`config.mk`:
```
export PLATFORM = sky130hd
export DESIGN_NAME = ring_len_ctrl
export DESIGN_NICKNAME = d
export VERILOG_FILES = /design/src/rtl/rolc_pkg.sv /design/src/rtl/rolc_len_gate.sv /design/src/rtl/rolc_stage_dec.sv /design/src/rtl/rolc_ring_model.sv /design/src/rtl/rolc_out_div.sv /design/src/rtl/ring_len_ctrl.sv
export SDC_FILE = /design/constraint.sdc
export NUM_CORES = 1
export LEC_CHECK = 0
export BUFFER_PORTS_ARGS = -buffer_cell sky130_fd_sc_hd__buf_2
export CAP_MARGIN = 20
export CORE_AREA = 2 2 105 107
export DETAILED_ROUTE_END_ITERATION = 6
export DIE_AREA = 0 0 107 109
export GPL_ROUTABILITY_DRIVEN = 1
export PLACE_DENSITY = 0.75
export SYNTH_ARGS = -nofsm -noshare
export SYNTH_HDL_FRONTEND = slang
export SYNTH_SLANG_ARGS = --single-unit
```
`constraint.sdc`:
```
create_clock -name clk -period 3.28 [get_ports clk]
set_input_delay 0.492 -clock clk [delete_from_list [all_inputs] [get_ports clk]]
set_output_delay 0.492 -clock clk [all_outputs]
set_load 0.02 [all_outputs]
```
`src/rtl/rolc_pkg.sv`:
```
// Package: shared types and sizing helpers for the ring length controller.
// Assumes lengths are unsigned and counted in inverters.
package rolc_pkg;

    // Result of checking a requested loop length
    typedef enum logic [1:0] {
        LEN_OK    = 2'd0,
        LEN_SHORT = 2'd1,
        LEN_EVEN  = 2'd2
    } len_chk_e;

    // Number of two-inverter stages reachable with a length field of len_w bits
    function automatic int stage_count(input int len_w);
        return (1 << (len_w - 1)) - 1;
    endfunction

endpackage

```
`src/rtl/rolc_len_gate.sv`:
```
// Module: validates length writes and stages them.
// A valid write goes to a pending register. The applied length copies the
// pending one only on edges where the oscillator is disabled.
// Assumes RESET_LEN is odd and at least 3.
module rolc_len_gate #(
    parameter int LEN_W     = 8,
    parameter int RESET_LEN = 3
) (
    input  logic             clk,
    input  logic             rst_n,
    input  logic             osc_en,
    input  logic             len_wr,
    input  logic [LEN_W-1:0] len_in,
    output logic [LEN_W-1:0] act_len,
    output logic             len_err
);
    import rolc_pkg::*;

    localparam logic [LEN_W-1:0] MIN_LEN = LEN_W'(3);
    localparam logic [LEN_W-1:0] RST_LEN = LEN_W'(RESET_LEN);

    len_chk_e         chk;
    logic [LEN_W-1:0] pend_len;

    // Classify the offered length
    always_comb begin
        if (len_in < MIN_LEN)
            chk = LEN_SHORT;
        else if (!len_in[0])
            chk = LEN_EVEN;
        else
            chk = LEN_OK;
    end

    // Hold the pending value, the applied value and the error pulse
    always_ff @(posedge clk) begin
        if (!rst_n) begin
            pend_len <= RST_LEN;
            act_len  <= RST_LEN;
            len_err  <= 1'b0;
        end else begin
            len_err <= len_wr && (chk != LEN_OK);
            if (len_wr && (chk == LEN_OK))
                pend_len <= len_in;
            if (!osc_en)
                act_len <= pend_len;
        end
    end

endmodule

```
`src/rtl/rolc_stage_dec.sv`:
```
// Module: turns the applied length into a one-hot bypass select and
// thermometer gating enables. Stage k is in the loop when k <= (L-3)/2.
// Assumes act_len is odd and at least 3.
module rolc_stage_dec #(
    parameter int LEN_W = 8,
    parameter int NST   = 127
) (
    input  logic             osc_en,
    input  logic [LEN_W-1:0] act_len,
    output logic [NST-1:0]   stage_sel,
    output logic [NST-1:0]   stage_gate
);
    localparam int IDX_W = LEN_W - 1;

    logic [IDX_W-1:0] idx;

    // Stage index from the inverter count
    always_comb idx = IDX_W'((act_len - LEN_W'(3)) >> 1);

    for (genvar k = 0; k < NST; k++) begin : g_stage
        localparam logic [IDX_W-1:0] KV = IDX_W'(k);
        // One multiplexer closes the loop; gates open up to and including it
        always_comb begin
            stage_sel[k]  = (idx == KV);
            stage_gate[k] = osc_en && (KV <= idx);
        end
    end

endmodule

```
`src/rtl/rolc_ring_model.sv`:
```
// Module: clocked stand-in for the inverter loop. Each active inverter
// counts as one clock of delay, so the level toggles every act_len clocks.
// While disabled, the NAND output is forced high and the level rests at 1.
// Assumes act_len does not change while osc_en is high.
module rolc_ring_model #(
    parameter int LEN_W = 8
) (
    input  logic             clk,
    input  logic             rst_n,
    input  logic             osc_en,
    input  logic [LEN_W-1:0] act_len,
    output logic             ring_lvl,
    output logic             ring_rise
);
    logic [LEN_W-1:0] cnt;
    logic             last;

    // Last delay step of the current half period
    always_comb last = (cnt == act_len - LEN_W'(1));

    // Ring level is about to go from 0 to 1
    always_comb ring_rise = osc_en && last && !ring_lvl;

    // Advance the delay count and toggle at the end of each half period
    always_ff @(posedge clk) begin
        if (!rst_n || !osc_en) begin
            cnt      <= '0;
            ring_lvl <= 1'b1;
        end else if (last) begin
            cnt      <= '0;
            ring_lvl <= !ring_lvl;
        end else begin
            cnt <= cnt + LEN_W'(1);
        end
    end

endmodule

```
`src/rtl/rolc_out_div.sv`:
```
// Module: optional divide-by-two toggle stage and the output selector.
// The flip-flop flips on each rising ring transition and is cleared while
// the oscillator is disabled. Assumes ring_rise coincides with the edge
// on which the ring level rises.
module rolc_out_div (
    input  logic clk,
    input  logic rst_n,
    input  logic osc_en,
    input  logic ring_lvl,
    input  logic ring_rise,
    input  logic div_sel,
    output logic osc_out
);
    logic tgl_q;

    // Toggle on each ring rise, clear when idle
    always_ff @(posedge clk) begin
        if (!rst_n || !osc_en)
            tgl_q <= 1'b0;
        else if (ring_rise)
            tgl_q <= !tgl_q;
    end

    // Select direct or divided output
    always_comb osc_out = div_sel ? tgl_q : ring_lvl;

endmodule

```
`src/rtl/ring_len_ctrl.sv`:
```
// Module: top of the adjustable ring oscillator length controller.
// Connects length validation, stage decoding, the loop stand-in and the
// output divider. Assumes a single clock and a synchronous active-low reset.
module ring_len_ctrl #(
    parameter int LEN_W     = 8,
    parameter int RESET_LEN = 3,
    localparam int NST      = rolc_pkg::stage_count(LEN_W)
) (
    input  logic             clk,
    input  logic             rst_n,
    input  logic             osc_en,
    input  logic             len_wr,
    input  logic [LEN_W-1:0] len_in,
    input  logic             div_sel,
    output logic [NST-1:0]   stage_sel,
    output logic [NST-1:0]   stage_gate,
    output logic             nand_en,
    output logic             len_err,
    output logic             osc_out
);
    logic [LEN_W-1:0] act_len;
    logic             ring_lvl;
    logic             ring_rise;

    // Loop-closing gate follows the run enable
    always_comb nand_en = osc_en;

    rolc_len_gate #(.LEN_W(LEN_W), .RESET_LEN(RESET_LEN)) u_len (
        .clk    (clk),
        .rst_n  (rst_n),
        .osc_en (osc_en),
        .len_wr (len_wr),
        .len_in (len_in),
        .act_len(act_len),
        .len_err(len_err)
    );

    rolc_stage_dec #(.LEN_W(LEN_W), .NST(NST)) u_dec (
        .osc_en    (osc_en),
        .act_len   (act_len),
        .stage_sel (stage_sel),
        .stage_gate(stage_gate)
    );

    rolc_ring_model #(.LEN_W(LEN_W)) u_ring (
        .clk      (clk),
        .rst_n    (rst_n),
        .osc_en   (osc_en),
        .act_len  (act_len),
        .ring_lvl (ring_lvl),
        .ring_rise(ring_rise)
    );

    rolc_out_div u_div (
        .clk      (clk),
        .rst_n    (rst_n),
        .osc_en   (osc_en),
        .ring_lvl (ring_lvl),
        .ring_rise(ring_rise),
        .div_sel  (div_sel),
        .osc_out  (osc_out)
    );

endmodule

```
==> flow_metrics.env <==
export IMPL_fp_dieW_um=107
export IMPL_ioPinCount=270
export IMPL_ys_flop_type="dfxtp_1"
export IMPL_layout_commonest_cell="buf_2"
export IMPL_skew_ns=0.00179
export IMPL_layout_common_cells="267 x buf_2, 159 x nor2_1, 86 x a21oi_1"
export IMPL_p_int_uw=617
export IMPL_die_h_um=109
export IMPL_drtAntennaViolNets=0
export IMPL_wire_per_inst_um=18.4
export IMPL_ctsHoldBuffers=0
export IMPL_seqPwrFrac_pct=30.7
export IMPL_leakage_uw=0.00310
export IMPL_power_switching_uw=509
export IMPL_core_area_mm2=0.0106
export IMPL_start_kind="flop"
export IMPL_area_growth_pct=53.3
export IMPL_end_kind="output pin"
export IMPL_gp_congestion=0.992
export IMPL_antenna_found_initial=0
export IMPL_clock_sinks=27
export IMPL_clk_latency_ns=0.27
export IMPL_final_area_mm2=0.00603
export IMPL_syn_inst=660
export IMPL_path_cells="or4_4, or3_1, a21oi_2, nand2_1, buf_4, nor2_1, buf_2"
export IMPL_grt_max_degree=46
export IMPL_rsz0062_at_grt="yes"
export IMPL_post_route_period_util_pct=97.8
export IMPL_status="complete, no violations"
export IMPL_grt_pass1_vias=5155
export IMPL_crit_start="u_len.act_len[4]"
export IMPL_slowest_stage="or4_4"
export IMPL_avgSynthCellArea_um2=5.96
export IMPL_cp_num_buf_inv=2
export IMPL_period_minus_slack_ns=3.21
export IMPL_combPwrFrac_pct=53.0
export IMPL_synth_warning_count=0
export IMPL_drc_errors=0
export IMPL_cp_arrival_ns=2.71
export IMPL_syn_nets=676
export IMPL_clk_pin_slew_ns=0.08
export IMPL_grt_pass1_wl_um=28900
export IMPL_timing_max_transition_violations_final=0
export IMPL_synth_edf_count=0
export IMPL_n_antenna_cell=0
export IMPL_cts_buffer_depth=2
export IMPL_h_tree_depth=1
export IMPL_criticalPathCategory="reg -> out"
export IMPL_cp_data_required_time_ns=2.79
export IMPL_ir_drop_mv=0.154
export IMPL_finalHoldViolCount=0
export IMPL_drt_iter0_drc=822
export IMPL_syn_area_mm2=0.00393
export IMPL_grtUsageTotal_pct=31.4
export IMPL_crit_family="simple AND/OR/NAND/NOR gates"
export IMPL_dpl_instance_area_mm2=0.00569
export IMPL_firstDrtPassIters=7
export IMPL_drive_gt1_share_pct=41.9
export IMPL_min_path_type="reg -> reg"
export IMPL_fin_util_pct=56.9
export IMPL_max_freq_mhz=312
export IMPL_dp_hpwl_um=15400
export IMPL_die_area_mm2=0.0117
export IMPL_vias_per_cell=5.70
export IMPL_ys_ff_latch=27
export IMPL_place_ws_ns=-0.0174
export IMPL_worst_slew_pin_slew_ns=0.871
export IMPL_cts_tree="built"
export IMPL_grt_ovfl_total=0
export IMPL_p_per_area_mw_per_mm2=187
export IMPL_cts_buffers=3
export IMPL_fin_ws_ns=0.0731
export IMPL_timing_rr_start="u_len.act_len[4]"
export IMPL_min_from="u_len.pend_len[4]"
export IMPL_finalPower_uw=1130
export IMPL_power_share_clock_pct=16.4
export IMPL_slew_headroom_pct=40.5
export IMPL_synth_seq_area_share_pct=13.7
export IMPL_critPathMaxStageDelay_ns=0.63
export IMPL_setup_viol=0
export IMPL_cts_root_buffer_cell="clkbuf_8"
export IMPL_port_buffers=269
export IMPL_synth_cell_types=72
export IMPL_wirelength_um=20000
export IMPL_fin_nets=965
export IMPL_async_flop_share_pct=0
export IMPL_rows=38
export IMPL_vias=6198
export IMPL_critPathMaxFanout=10
export IMPL_start_util_pct=37.1
export IMPL_swShare_pct=45.2
export IMPL_maxCapViolations=0
cell usage after synthesis, types with 3 or more instances:
library cell / count / area (um^2)
o211a_1: 3 / 30.0
o21ai_0: 14 / 70.1
a21o_1: 7 / 52.6
and2_1: 7 / 43.8
mux2i_1: 9 / 90.1
a31oi_1: 6 / 37.5
a21oi_1: 86 / 430
o21ai_1: 11 / 55.1
xor2_1: 11 / 96.3
nand4b_1: 3 / 26.3
or3_1: 3 / 18.8
o31a_1: 3 / 26.3
nor2_1: 161 / 604
clkbuf_1: 41 / 154
buf_2: 10 / 50.1
nand2b_1: 3 / 18.8
inv_1: 13 / 48.8
nor2b_1: 7 / 43.8
a21boi_0: 9 / 67.6
nor4_1: 6 / 37.5
dfxtp_1: 27 / 541
xnor2_1: 11 / 96.3
nor3_1: 24 / 120
o211ai_1: 3 / 22.5
o31ai_1: 5 / 37.5
nand3b_1: 4 / 30.0
o21a_1: 12 / 90.1
or4_1: 3 / 22.5
nand3_1: 38 / 190
nand4_1: 6 / 37.5
ha_1: 3 / 37.5
nand2_1: 42 / 158
buf_1: 7 / 26.3
and3_1: 6 / 37.5
buf_4: 3 / 22.5
or2_2: 4 / 25.0
a211oi_1: 4 / 30.0
layer usage:
layer	global-route usage, %	routed length (um)	up-vias	part of all wire [%]
li1	-	-	2902	-
met2	50.6	9430	407	47
met3	5.92	2220	57	11
met5	0	0	-	0
met4	10.9	571	0	2.8
met1	42.1	7820	2832	39
worst reg2reg max path, cell delays in order, from the launching register on:
cell,delay [ns]
dfxtp_1,0.35
or4_4,0.63
buf_4,0.18
buf_4,0.13
or4_1,0.49
a222oi_1,0.34
buf_4,0.20
a21o_1,0.27
nor2_1,0.09
power by group through the flow:
stage          clock network [uW]  logic [uW]  registers (uW)
2_1_floorplan                   0         344             349
3_3_place_gp                    0         544             352
3_5_place_dp                    0         545             352
4_1_cts                       190         559             344
5_1_grt                       205         632             347
6_report                      184         597             346
flip-flops by register name (all words and copies together) (netlist names):
name             count
u_ring.cnt           8
u_len.len_err        1
u_ring.ring_lvl      1
u_len.pend_len       8
u_div.tgl_q          1
u_len.act_len        8
logic make-up after synthesis:
logic type | synth area share, %
AOI/OAI and AO/OA | 31.1
buffers and inverters | 7.86
and+or+nand+nor | 38.6
muxes | 2.86
xor gates and xnor gates | 4.90
DFF | 13.7
adders and majority gates | 0.954
layout make-up:
class,count,area [um^2]
Fill cell,1096,4570
Multi-Input combinational cell,557,3280
Timing Repair Buffer,345,1930
Sequential cell,27,543
Tap cell,140,175
Inverter,15,56.3
Clock buffer,4,45.0
path summary, 6_finish.rpt:
| kind | to | slack [ns] | depth (start not counted) |
|---|---|---|---|
| hold reg to reg | u_len.pend_len[4] | 0.47 | 2 |
| setup reg to reg | u_ring.cnt[3] | 0.49 | 8 |
| hold / removal | u_len.pend_len[4] | 0.47 | 2 |
| setup / recovery | stage_sel[55] | 0.07 | 7 |
repair_timing:
item / in CTS / in global routing
setup buffers: 4 / 7
gates resized for setup: 16 / 29
setup endpoints to repair: 100 / 134
pin swaps: 1 / 7
metrics by stage:
| step | hold slack, ns | TNS [ns] | instances |
|---|---|---|---|
| floorplan | 0.414 | 0 | 660 |
| global placement | 0.433 | 0 | 1073 |
| detailed placement | 0.443 | -0.0174 | 1073 |
| CTS | 0.468 | -0.0122 | 1081 |
| global route | 0.493 | -0.252 | 1088 |
| finish | 0.466 | 0 | 1088 |
(Power assumes the default switching activity.)
